[src/rtl/exc_pkg.sv]
package exc_pkg;

    typedef enum logic [2:0] {
        EX_RST  = 3'd0,
        EX_UND  = 3'd1,
        EX_SWI  = 3'd2,
        EX_PABT = 3'd3,
        EX_DABT = 3'd4,
        EX_IRQ  = 3'd5,
        EX_FIQ  = 3'd6
    } exc_e;

    localparam int NEXC   = 7;
    localparam int NBANK  = 5;
    localparam int BANK_W = $clog2(NBANK);
    localparam int IBIT   = 7;
    localparam int FBIT   = 6;

    localparam logic [4:0] M_USR = 5'h10;
    localparam logic [4:0] M_FIQ = 5'h11;
    localparam logic [4:0] M_IRQ = 5'h12;
    localparam logic [4:0] M_SVC = 5'h13;
    localparam logic [4:0] M_ABT = 5'h17;
    localparam logic [4:0] M_UND = 5'h1B;

    // target mode of each exception kind
    function automatic logic [4:0] exc_mode(exc_e e);
        case (e)
            EX_UND:           return M_UND;
            EX_PABT, EX_DABT: return M_ABT;
            EX_IRQ:           return M_IRQ;
            EX_FIQ:           return M_FIQ;
            default:          return M_SVC;
        endcase
    endfunction

    // banked slot index of a mode; unbanked or unknown modes fall on supervisor
    function automatic logic [BANK_W-1:0] mode_bank(logic [4:0] m);
        case (m)
            M_FIQ:   return BANK_W'(0);
            M_IRQ:   return BANK_W'(1);
            M_ABT:   return BANK_W'(3);
            M_UND:   return BANK_W'(4);
            default: return BANK_W'(2);
        endcase
    endfunction

    // word vectors: kinds 0..4 on consecutive words, slot 0x14 skipped
    function automatic logic [7:0] exc_vector(exc_e e);
        logic [7:0] k;
        k = {5'd0, e};
        if (e == EX_IRQ || e == EX_FIQ) k = k + 8'd1;
        return {k[5:0], 2'b00};
    endfunction

    // priority rank -> exception kind, rank 0 highest
    function automatic exc_e prio_at(int rank);
        case (rank)
            0:       return EX_RST;
            1:       return EX_DABT;
            2:       return EX_FIQ;
            3:       return EX_IRQ;
            4:       return EX_PABT;
            5:       return EX_UND;
            default: return EX_SWI;
        endcase
    endfunction

endpackage

[src/rtl/exc_arb.sv]
module exc_arb
    import exc_pkg::*;
(
    input  logic [NEXC-1:0] req_i,
    input  logic            irq_off_i,
    input  logic            fiq_off_i,
    output logic            hit_o,
    output exc_e            sel_o
);

    logic [NEXC-1:0] live;

    always_comb begin
        live          = req_i;
        live[EX_IRQ]  = req_i[EX_IRQ] & ~irq_off_i;
        live[EX_FIQ]  = req_i[EX_FIQ] & ~fiq_off_i;
        hit_o         = |live;
        sel_o         = EX_SWI;
        // walk from lowest to highest rank so the highest live one remains
        for (int r = NEXC - 1; r >= 0; r--) begin
            if (live[prio_at(r)]) sel_o = prio_at(r);
        end
    end

endmodule

[src/rtl/exc_sbank.sv]
module exc_sbank #(
    parameter int SW = 32,
    parameter int NB = 5,
    localparam int IW = (NB > 1) ? $clog2(NB) : 1
) (
    input  logic          clk,
    input  logic          rst_n,
    input  logic          we_i,
    input  logic [IW-1:0] widx_i,
    input  logic [SW-1:0] wdata_i,
    input  logic [IW-1:0] ridx_i,
    output logic [SW-1:0] rdata_o
);

    logic [SW-1:0] slot_w [NB];

    for (genvar g = 0; g < NB; g++) begin : g_slot
        logic [SW-1:0] val_d, val_q;

        always_comb begin
            val_d = val_q;
            if (we_i && widx_i == IW'(g)) val_d = wdata_i;
        end

        always_ff @(posedge clk) begin
            if (!rst_n) val_q <= '0;
            else        val_q <= val_d;
        end

        assign slot_w[g] = val_q;
    end

    always_comb begin
        rdata_o = '0;
        for (int i = 0; i < NB; i++) begin
            if (ridx_i == IW'(i)) rdata_o = slot_w[i];
        end
    end

endmodule

[src/rtl/exc_seq.sv]
module exc_seq
    import exc_pkg::*;
#(
    parameter int AW      = 32,
    parameter int SW      = 32,
    parameter int RET_OFS = 4
) (
    input  logic              clk,
    input  logic              rst_n,
    input  logic [NEXC-1:0]   req_i,
    input  logic [SW-1:0]     status_i,
    input  logic [AW-1:0]     pc_i,
    input  logic              ret_i,
    input  logic [AW-1:0]     lr_data_i,
    output logic [BANK_W-1:0] lr_bank_o,
    output logic              pc_load_o,
    output logic [AW-1:0]     pc_new_o,
    output logic              st_load_o,
    output logic [SW-1:0]     st_new_o,
    output logic              rf_we_o,
    output logic [BANK_W-1:0] rf_bank_o,
    output logic [AW-1:0]     rf_data_o,
    output logic              err_o
);

    typedef struct packed {
        logic              pc_load;
        logic [AW-1:0]     pc_new;
        logic              st_load;
        logic [SW-1:0]     st_new;
        logic              rf_we;
        logic [BANK_W-1:0] rf_bank;
        logic [AW-1:0]     rf_data;
        logic              err;
    } seq_t;

    seq_t seq_d, seq_q;

    logic              hit;
    exc_e              sel;
    logic [4:0]        cur_mode;
    logic [BANK_W-1:0] cur_bank;
    logic              sv_we;
    logic [BANK_W-1:0] sv_widx;
    logic [SW-1:0]     sv_rdata;
    logic [4:0]        tgt_mode;
    logic [SW-1:0]     entry_st;

    assign cur_mode  = status_i[4:0];
    assign cur_bank  = mode_bank(cur_mode);
    assign lr_bank_o = cur_bank;

    exc_arb u_arb (
        .req_i     (req_i),
        .irq_off_i (status_i[IBIT]),
        .fiq_off_i (status_i[FBIT]),
        .hit_o     (hit),
        .sel_o     (sel)
    );

    exc_sbank #(.SW(SW), .NB(NBANK)) u_sbank (
        .clk     (clk),
        .rst_n   (rst_n),
        .we_i    (sv_we),
        .widx_i  (sv_widx),
        .wdata_i (status_i),
        .ridx_i  (cur_bank),
        .rdata_o (sv_rdata)
    );

    always_comb begin
        tgt_mode       = exc_mode(sel);
        entry_st       = status_i;
        entry_st[4:0]  = tgt_mode;
        entry_st[IBIT] = 1'b1;
        if (sel == EX_FIQ || sel == EX_RST) entry_st[FBIT] = 1'b1;

        seq_d   = '0;
        sv_we   = 1'b0;
        sv_widx = mode_bank(tgt_mode);

        // one quiet cycle after every load so the new status is seen first
        if (!seq_q.pc_load) begin
            if (hit) begin
                seq_d.pc_load = 1'b1;
                seq_d.pc_new  = {{(AW-8){1'b0}}, exc_vector(sel)};
                seq_d.st_load = 1'b1;
                seq_d.st_new  = entry_st;
                if (sel != EX_RST) begin
                    seq_d.rf_we   = 1'b1;
                    seq_d.rf_bank = mode_bank(tgt_mode);
                    seq_d.rf_data = pc_i + AW'(RET_OFS);
                    sv_we         = 1'b1;
                end
            end else if (ret_i) begin
                if (cur_mode == M_USR) begin
                    seq_d.err = 1'b1;
                end else begin
                    seq_d.pc_load = 1'b1;
                    seq_d.pc_new  = lr_data_i;
                    seq_d.st_load = 1'b1;
                    seq_d.st_new  = sv_rdata;
                end
            end
        end
    end

    always_ff @(posedge clk) begin
        if (!rst_n) seq_q <= '0;
        else        seq_q <= seq_d;
    end

    assign pc_load_o = seq_q.pc_load;
    assign pc_new_o  = seq_q.pc_new;
    assign st_load_o = seq_q.st_load;
    assign st_new_o  = seq_q.st_new;
    assign rf_we_o   = seq_q.rf_we;
    assign rf_bank_o = seq_q.rf_bank;
    assign rf_data_o = seq_q.rf_data;
    assign err_o     = seq_q.err;

endmodule

[config.mk]
export PLATFORM = sky130hd
export DESIGN_NAME = exc_seq
export DESIGN_NICKNAME = d
export VERILOG_FILES = /design/src/rtl/exc_pkg.sv /design/src/rtl/exc_arb.sv /design/src/rtl/exc_sbank.sv /design/src/rtl/exc_seq.sv
export SDC_FILE = /design/constraint.sdc
export NUM_CORES = 1
export LEC_CHECK = 0
export BUFFER_PORTS_ARGS = -buffer_cell sky130_fd_sc_hd__buf_2
export CAP_MARGIN = 20
export CORE_ASPECT_RATIO = 2
export CORE_UTILIZATION = 53
export DETAILED_ROUTE_END_ITERATION = 10
export MAX_ROUTING_LAYER = met4
export PLACE_DENSITY_LB_ADDON = 0.08
export SLEW_MARGIN = 30
export SYNTH_ARGS = -nofsm -noshare
export SYNTH_HDL_FRONTEND = slang
export SYNTH_HIERARCHICAL = 1
export SYNTH_SLANG_ARGS = --single-unit
[constraint.sdc]
create_clock -name clk -period 3.2 [get_ports clk]
set_input_delay 0.32 -clock clk [delete_from_list [all_inputs] [get_ports clk]]
set_output_delay 0.32 -clock clk [all_outputs]
set_load 0.02 [all_outputs]
==> results of run 1 <==
## critical path, cell delays in order
cell and delay [ns]:
buf_2 0.11, nor2b_1 0.31, nor3_1 0.11, nor2_1 0.15, buf_4 0.14, ha_1 0.15
mux2_2 0.17, inv_1 0.06, ha_1 0.25, nand4b_1 0.13, nand2_1 0.07, a21o_1 0.22
buf_4 0.18, nor4bb_4 0.37, buf_4 0.26, nand2_1 0.07, a21boi_0 0.20
## final timing paths
check / from / end / slack [ns] / depth (start not counted)
max: status_i[7] / u_sbank/g_slot[2].val_q[3]$_SDFFE_PN0P_ / 0.34 / 17
min: lr_data_i[0] / pc_new_o[0]$_SDFF_PP0_ / 0.05 / 2
max reg2reg: pc_load_o$_SDFF_PP0_ / st_new_o[19]$_SDFF_PP0_ / 1.38 / 4
min reg2reg: u_sbank/g_slot[0].val_q[6]$_SDFFE_PN0P_ / u_sbank/g_slot[0].val_q[6]$_SDFFE_PN0P_ / 0.45 / 2
## routing by layer
metal	track usage, %	wire (um)
met1	31.3	11700
met2	55.5	17000
met3	3.34	1520
met4	13.6	1200
met5	-	0
## final cells by class
type                    instances  area share, %
clock inverters                11          0.986
inverters                      22          0.597
flip-flops and latches        262           37.9
multi-input cells             883           38.7
repair buffers                300           14.4
clock buffers                  33           4.96
well taps                     266           2.41
## registers in the layout, indices dropped and copies added (netlist names)
name,count
rf_data_o,32
st_new_o,32
pc_load_o,1
u_sbank/g_slot.val_q,160
pc_new_o,32
err_o,1
rf_we_o,1
rf_bank_o,3
## cells by family (layout without fill, tap and decap cells)
kind of cell / Yosys count / in the layout / synth area share (%)
AOI/OAI and AO/OA: 290 / 290 / 19.4
xor gates and xnor gates: 14 / 14 / 1.10
adders and majority gates: 8 / 8 / 0.899
buffers and inverters: 119 / 366 / 5.22
DFF: 262 / 262 / 47.1
muxes: 35 / 35 / 4.44
and+or+nand+nor: 536 / 536 / 21.9
## stage by stage
stage	cells	TNS, ns	utilization [%]	worst slack, ns
global placement	1700	-0.107	61.7	-0.0203
detailed placement	1700	-12.12	61.7	-0.179
floorplan	1264	0	-	0.234
finish	1777	0	67.3	0.342
CTS	1777	0	67.3	0.345
global route	1777	0	67.3	0.0890
## where the power goes
part	switching, W	internal [W]	leakage [nW]
Sequential	0.0000452	0.00338	2.13
Combinational	0.000509	0.000367	3.07
Clock	0.00125	0.00175	0.406
## cell usage in the layout, fill, tap and decap left out, types with 4 or more instances in the layout
cell type,count
inv_1,21
ha_1,8
nand2_1,368
and4_1,4
buf_4,42
dfxtp_1,262
a21boi_1,68
mux4_2,9
nand3_1,12
a32oi_1,23
and2_1,37
o21ai_0,15
buf_12,14
and3_1,4
clkinv_2,6
nor2b_1,5
a21boi_0,92
or4_1,12
clkbuf_1,5
nor2_1,46
buf_2,210
xor2_1,13
nor3_1,6
dlygate4sd3_1,33
mux2_2,25
o31ai_1,13
a21oi_1,17
a31oi_1,23
clkbuf_16,25
nand4_1,8
a22o_1,28
nand2b_1,6
## repair_timing
action,CTS,global route
hold endpoints to repair,33,0
hold buffers,33,0
resized for setup,0,0
==> out/qor.csv, run 1 <==
stage;metric;value;unit
cts;cts_setup_buffers;0;
global_route;grt_max_degree;123;
routing;dr.pass1.iters;5;
routing;num_vias;9793;
global_route;grt_usage;30.0;%
timing;skew;0.0101;ns
routing;initialDrtViolationCount;428;
timing;slew_headroom;46.1;%
synth;synth.net_count;1378;
cts;cts_max_path_buffers;3;
cells_and_area;fin_nets;1607;
die;core.rowCount;74;
timing;rsz0062_at_grt;false;
routing;wire_per_inst;17.7;um
synth;synth_top_area_share;47.1;%
routing;vias_per_cell;5.51;
placed_design;portBuffers;211;
pwr;p_leak;5.60;nW
worst_setup_path;arrival;3.30;ns
synth;synth_common_cells;nand2_1, dfxtp_1, a21boi_0;
cells_and_area;seqCellArea;5250;sq um
synth;synthesis.area;11100;sq um
global_route;grt_pass1_vias;9771;
synth;synth_seq_cells;262;
cells_and_area;diodes;0;
global_route;grt_antenna_before_repair;0;
synth;synth_edf_count;0;
die;die_area;21600;sq um
cells_and_area;post-route-cell-area;13800;sq um
synth;synth-async-reset-ratio;0;%
status;outcome;complete, no violations;
timing;worst_pin_slew;0.808;ns
cells_and_area;multi_input_area;5360;sq um
die;ios;212;
pwr;power.density;528;nW/um^2
timing;period_share;89.3;%
worst_setup_path;criticalPathCategory;input pin to flop;
cells_and_area;fillerInstances;1795;
synth;synth_area_leaders;dfxtp_1, nand2_1, a21boi_0, a21boi_1, mux2_2;
timing;finalHoldWorstSlack;0.0497;ns
timing;max_freq;350;MHz
placed_design;hpwl;19900;um
die;fp.dieH;207;um
die;initial_core_util;54.2;%
synth;yosysTopAreaCell;dfxtp_1;
placed_design;dpl_cell_area;12700;sq um
cts;cts_tree;built;
routing;drc;0;
cts;htree_levels;1;
synth;yosysUniqueCellTypes;58;
timing;setup_viol;0;
timing;slew_violations;0;
synth;synth_seq_area_share;47.1;%
min_path;worstHoldPathType;input pin to flop;
pwr;ir_worst_vdd;0.446;mV
cts;cts.sinks;262;
cells_and_area;area_growth;24.2;%
worst_setup_path;cp-start-kind;input pin;
cts;cts.reportedPaths.clkPinSlew;0.07;ns
global_route;grt_pass1_wl;50200;um
cts;cts_root_buf;clkbuf_16;
synth;avgSynthCellArea;8.81;sq um
synth;yosys_warnings;6;
timing;hold_viol_final;0;
synth;yosysMostFrequentCell;nand2_1;
routing;ant_nets;0;
cts;clk_latency;0.53;ns
pwr;power;0.00730;W
worst_setup_path;cp-end-kind;flop;
die;die_w;105;um
synth;syn_inst;1264;
cells_and_area;drive_above_1_share;23.6;%
placed_design;place_congestion;0.829;
die;core;20600;sq um
cts;cts_buffers;24;
worst_setup_path;cp_data_required_time;3.64;ns
timing;min_period;2.86;ns
synth;ys.flop_type;dfxtp_1;
global_route;overflow;0;
routing;wl;31500;um
run;max_cap_violations;0;
worst_setup_path;crit_fanout;10;
Note: power is estimated with default switching activity, not from simulation.
==> inputs of run 2 (changes only) <==
SYNTH_HIERARCHICAL = default   (was 1)
==> run 2 against run 1 <==
  * Non-clock buffer count shrank 32
  * Sequential power hardly changed
  * Flip-flop and latch count unchanged
  * Clock skew up 0.0033 ns
  * First-iteration DRC count rose by 82%
  * Critical path type unchanged
  * Highest routed layer unchanged
==> out/qor.csv, run 2 <==
stage;metric;value;unit;change
status;outcome;complete, no violations;;unchanged
routing;num_vias;10100;;was 9793
routing;vias_per_cell;5.62;;was 5.51
synth;synth_area_leaders;dfxtp_1, nand2_1, o21ai_0, a21boi_1, nand3_1;;was dfxtp_1, nand2_1, a21boi_0, a21boi_1, mux2_2
cts;cts_root_buf;clkbuf_16;;unchanged
cts;cts.sinks;262;;unchanged
die;die_w;104;um;was 105 um
timing;min_period;2.82;ns;was 2.86 ns
cells_and_area;largest-register;u_sbank.g_slot.val_q;;was u_sbank/g_slot.val_q
pwr;p_leak;5.49;nW;was 5.60 nW
placed_design;pre_cts_slack;-0.0612;ns;was -0.179 ns
synth;synth_seq_cells;262;;unchanged
global_route;overflow;0;;unchanged
synth;yosysUniqueCellTypes;59;;was 58
min_path;worstHoldPathType;input pin to flop;;unchanged
pwr;ir_worst_vdd;0.483;mV;was 0.446 mV
synth;yosys_warnings;0;;was 6
worst_setup_path;criticalPathCategory;input pin to flop;;unchanged
synth;ys.flop_type;dfxtp_1;;unchanged
die;ios;212;;unchanged
routing;ant_nets;0;;unchanged
synth;syn_inst;1317;;was 1264
synth;yosysTopAreaCell;dfxtp_1;;unchanged
cts;cts.reportedPaths.clkPinSlew;0.06;ns;was 0.07 ns
timing;worst_pin_slew;0.826;ns;was 0.808 ns
run;max_cap_violations;0;;unchanged
timing;hold_viol_final;0;;unchanged
timing;slew_headroom;44.9;%;was 46.1%
global_route;grt_pass1_vias;9737;;was 9771
die;core;20400;sq um;was 20600 sq um
die;core.rowCount;74;;unchanged
worst_setup_path;cp_data_required_time;3.65;ns;was 3.64 ns
routing;initialDrtViolationCount;777;;was 428
synth;synth_seq_area_share;47.7;%;was 47.1%
cells_and_area;seqCellArea;5250;sq um;unchanged
synth;synth.net_count;1433;;was 1378
synth;synth_common_cells;dfxtp_1, nand2_1, nor2_1;;was nand2_1, dfxtp_1, a21boi_0
worst_setup_path;crit_fanout;64;;was 10
placed_design;hpwl;19700;um;was 19900 um
cts;clk_latency;0.52;ns;was 0.53 ns
cells_and_area;drive_above_1_share;19.4;%;was 23.6%
die;fp.dieH;206;um;was 207 um
cells_and_area;final_util;65.2;%;was 67.3%
cells_and_area;fin_nets;1625;;was 1607
cells_and_area;multi_input_area;5270;sq um;was 5360 sq um
synth;yosysMostFrequentCell;dfxtp_1;;was nand2_1
global_route;grt_antenna_before_repair;2;;was 0
die;initial_core_util;54.0;%;was 54.2%
worst_setup_path;cp-end-kind;flop;;unchanged
synth;synthesis.area;11000;sq um;was 11100 sq um
timing;skew;0.0134;ns;was 0.0101 ns
cts;cts_buffers;23;;was 24
synth;synth_edf_count;0;;unchanged
pwr;power.density;532;nW/um^2;was 528 nW/um^2
timing;fin_ws;0.384;ns;was 0.342 ns
timing;finalHoldWorstSlack;0.0134;ns;was 0.0497 ns
routing;wire_per_inst;17.2;um;was 17.7 um
cts;cts_max_path_buffers;3;;unchanged
global_route;grt_max_degree;193;;was 123
routing;dr.pass1.iters;5;;unchanged
timing;period_share;88.0;%;was 89.3%
cells_and_area;final_cell_mix;dfxtp_1, nand2_1, buf_2, nor2_1, o21ai_0;;was nand2_1, dfxtp_1, buf_2, a21boi_0, a21boi_1
timing;slew_violations;0;;unchanged
cells_and_area;area_growth;20.8;%;was 24.2%
global_route;grt_pass1_wl;49000;um;was 50200 um
cells_and_area;largest_reg_flops;160;;unchanged
worst_setup_path;cp-start-kind;input pin;;unchanged
cts;cts_tree;built;;unchanged
routing;drc;0;;unchanged
timing;max_freq;355;MHz;was 350 MHz
worst_setup_path;arrival;3.26;ns;was 3.30 ns
routing;wl;30800;um;was 31500 um
synth;avgSynthCellArea;8.35;sq um;was 8.81 sq um
cells_and_area;final_common_cell;dfxtp_1;;was nand2_1
placed_design;portBuffers;211;;unchanged
synth;synth_top_area_share;47.7;%;was 47.1%
timing;rsz0062_at_grt;false;;unchanged
synth;synth-async-reset-ratio;0;%;unchanged
die;die_area;21400;sq um;was 21600 sq um
cells_and_area;fillerInstances;1864;;was 1795
cts;cts_resized;0;;unchanged
placed_design;place_congestion;0.882;;was 0.829
pwr;power;0.00707;W;was 0.00730 W
cts;htree_levels;1;;unchanged
global_route;grt_usage;29.3;%;was 30.0%
timing;setup_viol;0;;unchanged
## run 2: critical path, cell delays in order
cell and delay, ns:
buf_2 0.12, nor2b_1 0.21, a21oi_1 0.06, nor3_1 0.39, inv_1 0.14, ha_1 0.25
mux2i_1 0.31, ha_1 0.24, and3b_1 0.17, o31ai_1 0.10, o21ai_1 0.19, nand3b_2 0.17
buf_12 0.29, nand3_1 0.14, o21ai_1 0.12
## run 2: cell families after synthesis
kind of cell             share of synthesized area (%)
flip-flops                                        47.7
AND/OR/NAND/NOR                                   22.8
adder cells (fa/ha/maj)                           1.14
XOR/XNOR                                          2.07
AO/OA/AOI/OAI                                     18.7
multiplexers                                      3.09
buffers and inverters                             4.49
## run 2: routing by layer
layer | up-vias | global-route usage, % | wire length (um)
met2 | 333 | 54.0 | 16400
met5 | - | - | 0
met3 | 74 | 3.29 | 1570
li1 | 4918 | - | -
met1 | 4738 | 30.6 | 11600
met4 | 0 | 14.7 | 1200
## run 2: path summary, 6_finish.rpt
| kind | start | to | slack (ns) | cells after the start |
|---|---|---|---|---|
| max reg2reg | pc_load_o$_SDFF_PP0_ | st_new_o[26]$_SDFF_PP0_ | 1.40 | 4 |
| min reg2reg | u_sbank.g_slot[0].val_q[10]$_SDFFE_PN0P_ | u_sbank.g_slot[0].val_q[10]$_SDFFE_PN0P_ | 0.45 | 2 |
| max | req_i[6] | u_sbank.g_slot[2].val_q[10]$_SDFFE_PN0P_ | 0.38 | 15 |
| min | lr_data_i[3] | pc_new_o[3]$_SDFF_PP0_ | 0.01 | 3 |
## run 2: cell type report
type                            instances  area share [%]
Inverter                               13           0.367
Multi-Input combinational cell        941            39.7
Antenna cell                            2          0.0377
Tap cell                              266            2.50
Clock buffer                           31            4.86
Timing Repair Buffer                  268            12.4
Sequential cell                       262            39.5
Clock inverter                          8           0.678
## run 2: stage by stage
| step | setup TNS, ns | cells | cell area (sq um) |
|---|---|---|---|
| final | 0 | 1791 | 13300 |
| after global routing | 0 | 1791 | 13300 |
| after CTS | 0 | 1788 | 13300 |
| after detailed placement | -1.85 | 1726 | 12300 |
| after global placement | 0 | 1726 | 12300 |
| after floorplan | 0 | 1317 | 11000 |
## run 2: report_power, final
part           internal (W)  switching (W)  total [W]
Sequential          0.00338      0.0000495    0.00343
Clock               0.00157        0.00120    0.00277
Combinational      0.000335       0.000535   0.000869
Total               0.00529        0.00178    0.00707
## run 2: repair_timing
item                                   4_1_cts  5_1_grt
endpoints found under the hold margin       23        1
buffers inserted                             0        0
hold buffers                                23        1
